==> src/rtl/cpwm_pkg.sv <==
package cpwm_pkg;
  parameter int unsigned CNT_W = 12;

  typedef enum logic [1:0] {
    MODE_INT        = 2'b00,
    MODE_EXT_FREE   = 2'b01,
    MODE_EXT_CLAMP  = 2'b10,
    MODE_EXT_CLAMP2 = 2'b11
  } cpwm_mode_e;
endpackage

==> src/rtl/cpwm_timebase.sv <==
module cpwm_timebase #(
  parameter int unsigned W = 12
) (
  input  logic         clk,
  input  logic         rst_n,
  input  logic [W-1:0] period_i,
  input  logic [W-1:0] blank_i,
  output logic         wrap_o,
  output logic         blanked_o
);
  logic [W-1:0] cnt_q, cnt_d;
  logic [W-1:0] per_q, per_d;
  logic [W-1:0] blk_q, blk_d;
  logic         wrap;

  assign wrap = (cnt_q >= per_q);

  always_comb begin
    cnt_d = cnt_q + {{(W-1){1'b0}}, 1'b1};
    per_d = per_q;
    blk_d = blk_q;
    if (wrap) begin
      cnt_d = '0;
      per_d = period_i;
      blk_d = blank_i;
    end
  end

  always_ff @(posedge clk or negedge rst_n) begin
    if (!rst_n) begin
      cnt_q <= '0;
      per_q <= '0;
      blk_q <= '0;
    end else begin
      cnt_q <= cnt_d;
      per_q <= per_d;
      blk_q <= blk_d;
    end
  end

  assign wrap_o    = wrap;
  assign blanked_o = (cnt_q < blk_q);

  p_cnt_in_range_r1: assert property (@(posedge clk) disable iff (!rst_n)
    cnt_q <= per_q);
  p_wrap_restart_r1: assert property (@(posedge clk) disable iff (!rst_n)
    wrap |=> (cnt_q == '0));
  p_step_r1: assert property (@(posedge clk) disable iff (!rst_n)
    !wrap |=> (cnt_q == $past(cnt_q) + 1'b1));
  p_hold_between_r8: assert property (@(posedge clk) disable iff (!rst_n)
    !wrap |=> ($stable(per_q) && $stable(blk_q)));
endmodule

==> src/rtl/cpwm_trip_latch.sv <==
module cpwm_trip_latch (
  input  logic clk,
  input  logic rst_n,
  input  logic trip_i,
  input  logic limit_en_i,
  input  logic blanked_i,
  input  logic wrap_i,
  output logic latch_o,
  output logic pulse_o
);
  logic latch_q, latch_d;
  logic pulse_q, pulse_d;
  logic accept;

  assign accept = trip_i & limit_en_i & ~blanked_i & ~wrap_i;

  always_comb begin
    latch_d = latch_q | accept;
    pulse_d = accept & ~latch_q;
    if (wrap_i) latch_d = 1'b0;
  end

  always_ff @(posedge clk or negedge rst_n) begin
    if (!rst_n) begin
      latch_q <= 1'b0;
      pulse_q <= 1'b0;
    end else begin
      latch_q <= latch_d;
      pulse_q <= pulse_d;
    end
  end

  assign latch_o = latch_q;
  assign pulse_o = pulse_q;

  p_clear_at_wrap_r3: assert property (@(posedge clk) disable iff (!rst_n)
    wrap_i |=> !latch_q);
  p_blank_ignore_r6: assert property (@(posedge clk) disable iff (!rst_n)
    (blanked_i && !latch_q) |=> !latch_q);
  p_pulse_single_r7: assert property (@(posedge clk) disable iff (!rst_n)
    pulse_q |=> !pulse_q);
  p_pulse_on_rise_r7: assert property (@(posedge clk) disable iff (!rst_n)
    pulse_q |-> (latch_q && !$past(latch_q)));
endmodule

==> src/rtl/cpwm_out_mux.sv <==
module cpwm_out_mux
  import cpwm_pkg::*;
(
  input  cpwm_mode_e mode_i,
  input  logic       ext_i,
  input  logic       latch_i,
  output logic       chop_o,
  output logic       limit_en_o
);
  always_comb begin
    limit_en_o = 1'b1;
    unique case (mode_i)
      MODE_INT:      chop_o = ~latch_i;
      MODE_EXT_FREE: begin
        chop_o     = ext_i;
        limit_en_o = 1'b0;
      end
      default:       chop_o = ext_i & ~latch_i;
    endcase
  end
endmodule

==> src/rtl/curlim_pwm.sv <==
module curlim_pwm
  import cpwm_pkg::*;
#(
  parameter int unsigned W = CNT_W
) (
  input  logic         clk,
  input  logic         rst_n,
  input  logic [W-1:0] period_i,
  input  logic [W-1:0] blank_i,
  input  logic         trip_i,
  input  logic         ext_pwm_i,
  input  logic [1:0]   mode_i,
  output logic         chop_en_o,
  output logic         trip_pulse_o
);
  logic       rst_m, rst_s;
  logic       wrap, blanked, latch, limit_en;
  cpwm_mode_e mode;

  always_ff @(posedge clk or negedge rst_n) begin
    if (!rst_n) begin
      rst_m <= 1'b0;
      rst_s <= 1'b0;
    end else begin
      rst_m <= 1'b1;
      rst_s <= rst_m;
    end
  end

  assign mode = cpwm_mode_e'(mode_i);

  cpwm_timebase #(.W(W)) u_tb (
    .clk      (clk),
    .rst_n    (rst_s),
    .period_i (period_i),
    .blank_i  (blank_i),
    .wrap_o   (wrap),
    .blanked_o(blanked)
  );

  cpwm_trip_latch u_latch (
    .clk       (clk),
    .rst_n     (rst_s),
    .trip_i    (trip_i),
    .limit_en_i(limit_en),
    .blanked_i (blanked),
    .wrap_i    (wrap),
    .latch_o   (latch),
    .pulse_o   (trip_pulse_o)
  );

  cpwm_out_mux u_mux (
    .mode_i    (mode),
    .ext_i     (ext_pwm_i),
    .latch_i   (latch),
    .chop_o    (chop_en_o),
    .limit_en_o(limit_en)
  );

  p_free_no_latch_r4: assert property (@(posedge clk) disable iff (!rst_s)
    (mode == MODE_EXT_FREE && !latch) |=> (!latch && !trip_pulse_o));
  p_clamp_ceiling_r5: assert property (@(posedge clk) disable iff (!rst_s)
    (mode_i[1] && latch) |-> !chop_en_o);
  p_internal_off_r2: assert property (@(posedge clk) disable iff (!rst_s)
    (mode == MODE_INT && trip_pulse_o) |-> !chop_en_o);
  p_reset_quiet_r9: assert property (@(posedge clk)
    !rst_s |-> (!trip_pulse_o && !latch));
endmodule

==> config.mk <==
export PLATFORM = sky130hd
export DESIGN_NAME = curlim_pwm
export DESIGN_NICKNAME = d
export VERILOG_FILES = /design/src/rtl/cpwm_pkg.sv /design/src/rtl/cpwm_timebase.sv /design/src/rtl/cpwm_trip_latch.sv /design/src/rtl/cpwm_out_mux.sv /design/src/rtl/curlim_pwm.sv
export SDC_FILE = /design/constraint.sdc
export NUM_CORES = 1
export LEC_CHECK = 0
export BUFFER_PORTS_ARGS = -buffer_cell sky130_fd_sc_hd__buf_4
export CORE_MARGIN = 2
export CORE_UTILIZATION = 50
export CTS_BUF_LIST = sky130_fd_sc_hd__clkbuf_2
export CTS_CLUSTER_SIZE = 10
export DETAILED_ROUTE_END_ITERATION = 10
export HOLD_SLACK_MARGIN = 0.02
export PLACE_DENSITY = 0.74
export SLEW_MARGIN = 20
export SYNTH_ARGS = -nofsm -noshare
export SYNTH_HDL_FRONTEND = slang
export SYNTH_SLANG_ARGS = --single-unit
==> constraint.sdc <==
create_clock -name clk -period 1.18 [get_ports clk]
set_clock_uncertainty 0.05 [all_clocks]
set_input_delay 0.236 -clock clk [delete_from_list [all_inputs] [get_ports clk]]
set_output_delay 0.236 -clock clk [all_outputs]
set_load 0.01 [all_outputs]
==> results.md <==
- Placed Area: 2690 µm²
- Largest net degree at the start of global routing: 39
- Crit Path Class: register to register
- Netlist cell types: 31
- Initial antenna violation count: 0
- Critical Path Start Type: register
- Fmax: 0.462 GHz
- Fin util: 77.3%
- Die Y: 70.1 µm
- Violated checks: setup timing
- Final instance area: 3320 µm²
- Flop-to-flop setup slack: -0.99 ns
- Placeable Area: 4290 µm²
- Crit Path Max Fanout: 5
- I/O pin count: 32
- Outcome: finished with violations
- Peak supply drop: 1.47 mV
- Crit path max-delay family: compound AO/OA/AOI/OAI gates
- Critical path required time: 1.44 ns
- Initial DRC count: 59
- Yosys top cell by area: dfrtp_1
- Synth top cells by count: dfrtp_1 (40), inv_1 (25), ha_1 (24), mux2_2 (24), nor2_1 (15)
- Leading post-synthesis cells by cell area: dfrtp_1 (46%), ha_1 (14%), mux2_2 (12%)
- Routability cong.: 0.775
- Gate Count Post-Synth: 196
- Vias: 1760
- Share of the synthesized area in the top cell type: 45.8%
- Synthesized area: 2180 µm²
- Clk sink count: 40
- Path depth of the worst reg2reg path: 8
- Final Hold Viols: 0
- Grt ovf: 0
- Reg2Reg Capture Point: u_tb.per_q[7]
- Critical R2R Launch: u_tb.per_q[0]
- Worst Hold Class: input port to async pin
- Via/cell ratio: 5.06
- FFs w/ async S/R, synth: 100%
- Drt drc: 0
- Most common cell in the netlist: dfrtp_1
- DP Wirelength: 3.08 mm
- Setup WS post-layout: -0.986 ns
- RSZ-0062 raised after global routing: true
- Starting Density: 50.9%
- Post-Syn Nets: 250
- Cell count after placement: 304
- Worst-path cell with the longest stage delay: dfrtp_1
- Synth Warn #: 0
- CP Capture Type: register
- CTS HTree Levels: 2
- Rows: 24
- NumNets Final: 349
- Root Buffer Master: clkbuf_2
- Tot Pwr: 0.00838 W
- Port Buffers: 31
- DR WL/cell: 13.9 µm
- Share of cells above drive strength 1: 42.2%
- Avg Cell Area, Syn: 11.1 µm²
- First-pass GRT wire length: 7.53 mm
- CP arrival: 2.43 ns
- Setup slack at placement: -0.919 ns
- Area delta synth->final: 51.9%
- Critical path's largest stage delay: 0.43 ns
- Crit path buffers/inverters: 2
- Final non-filler cell total: 348
- Post-Route WL: 4.85 mm
- Lkg Pwr: 1.64 nW
- Deepest clock path buffer count: 2
- Antenna Cells: 0
- Clk_lat worst skew: 0.40 ns
- Register bit total from synthesis: 40
- Clock slew at reported path FFs: 0.20 ns
- Number of flops mapped to enable cells by yosys: 0
- Min Clock Period, post-route: 2.17 ns
- Final Max Slew Viols: 0
- Crit path cell chain: ha_1, nand2b_4, a21o_4, a211oi_4, o41ai_4, buf_6, buf_4, mux2_2
- Vias in the first global route: 1718
- Max cap viols: 0
- Register area share after synthesis: 45.8%
- GRT Overall Usage: 19.7%
- PwrDens: 2530 nW/µm²
- Final ANT Viol Nets: 0
- Die area: 4910 µm²
- CTS buffer count: 5
- First-pass DRT Iterations: 4
- Die Wd: 70.1 µm
- Main synth FF type: dfrtp_1
- CTS tree: built
- Tcrit/Tclk final: 184%
- Endpoints failing setup: 40
## logic make-up (layout without fill, tap and decap cells)
group / after synthesis / count (layout) / synth area share [%]
buffers and inverters: 28 / 128 / 5.67
adders and majority gates: 24 / 24 / 13.7
and+or+nand+nor: 49 / 49 / 10.7
DFF: 40 / 40 / 45.8
AOI/OAI and AO/OA: 20 / 20 / 7.50
muxes: 24 / 24 / 12.4
other: 1 / 1 / 0.172
xor gates and xnor gates: 10 / 10 / 4.01
## per-layer routing
layer / global-route usage (%) / up-vias / wire (µm)
li1: - / 867 / -
met1: 23.7 / 859 / 2080
met4: 5.13 / 0 / 66
met5: 0 / - / 0
met2: 34.9 / 27 / 2560
met3: 5.34 / 7 / 146
## cell usage in the layout, fill, tap and decap left out, types with 3 or more instances in the layout
cell type	instances
dlygate4sd3_1	25
mux2_4	3
xor2_1	7
nor2_4	10
ha_1	20
nand2_1	13
nand4_1	4
clkbuf_2	5
xnor2_1	3
nor2_1	4
nor3_1	3
inv_1	23
buf_6	7
mux2_2	21
ha_4	4
buf_4	58
dfrtp_1	39
and2_1	3
a21oi_1	8
and3_1	3
## how the worst max path moves through the flow
stage | start | endpoint | slack [ns] | cells after the start
2_1_floorplan | u_tb.cnt_q[10] | u_tb.blk_q[11] | -1.0 | 5
3_3_place_gp | u_tb.cnt_q[10] | u_tb.blk_q[3] | -0.87 | 5
3_5_place_dp | u_tb.cnt_q[11] | u_tb.blk_q[2] | -0.92 | 5
4_1_cts | u_tb.per_q[9] | u_tb.blk_q[5] | -0.94 | 6
5_1_grt | u_tb.cnt_q[0] | u_tb.per_q[6] | -1.08 | 9
6_report | u_tb.per_q[0] | u_tb.per_q[7] | -0.99 | 8
## power breakdown
part	switching, W	leakage, nW	internal, W
registers	0.000373	0.491	0.00200
logic	0.00226	1.11	0.00296
clock network	0.000446	0.0380	0.000345
## state kept, by name, indices dropped and copies added (netlist names)
register and flops:
u_tb.cnt_q 12, u_tb.per_q 12, rst_m 1, rst_s 1, u_latch.pulse_o 1, u_latch.latch_o 1, u_tb.blk_q 12
## through the flow
step	TNS [ns]	hold WS, ns
6_report	-35.54	0.0749
5_1_grt	-39.35	0.0306
4_1_cts	-33.48	0.0413
3_5_place_dp	-32.51	-0.0302
3_3_place_gp	-30.88	-0.0310
2_1_floorplan	-33.78	-0.110
## layout make-up
type | instances | area (µm²)
multi-input cells | 128 | 1230
clock inverters | 3 | 37.5
inverters | 25 | 93.8
flip-flops and latches | 40 | 1000
well taps | 52 | 65.1
repair buffers | 95 | 870
fillers | 287 | 975
clock buffers | 5 | 25.0
## what timing repair did
action,4_1_cts,5_1_grt
resized for setup,4,42
pin swaps,3,12
setup endpoints to repair,40,40
hold buffers,25,0
gates cloned,0,3
hold endpoints to repair,26,0
buffers inserted,3,5
Note: power is estimated with default switching activity, not from simulation.
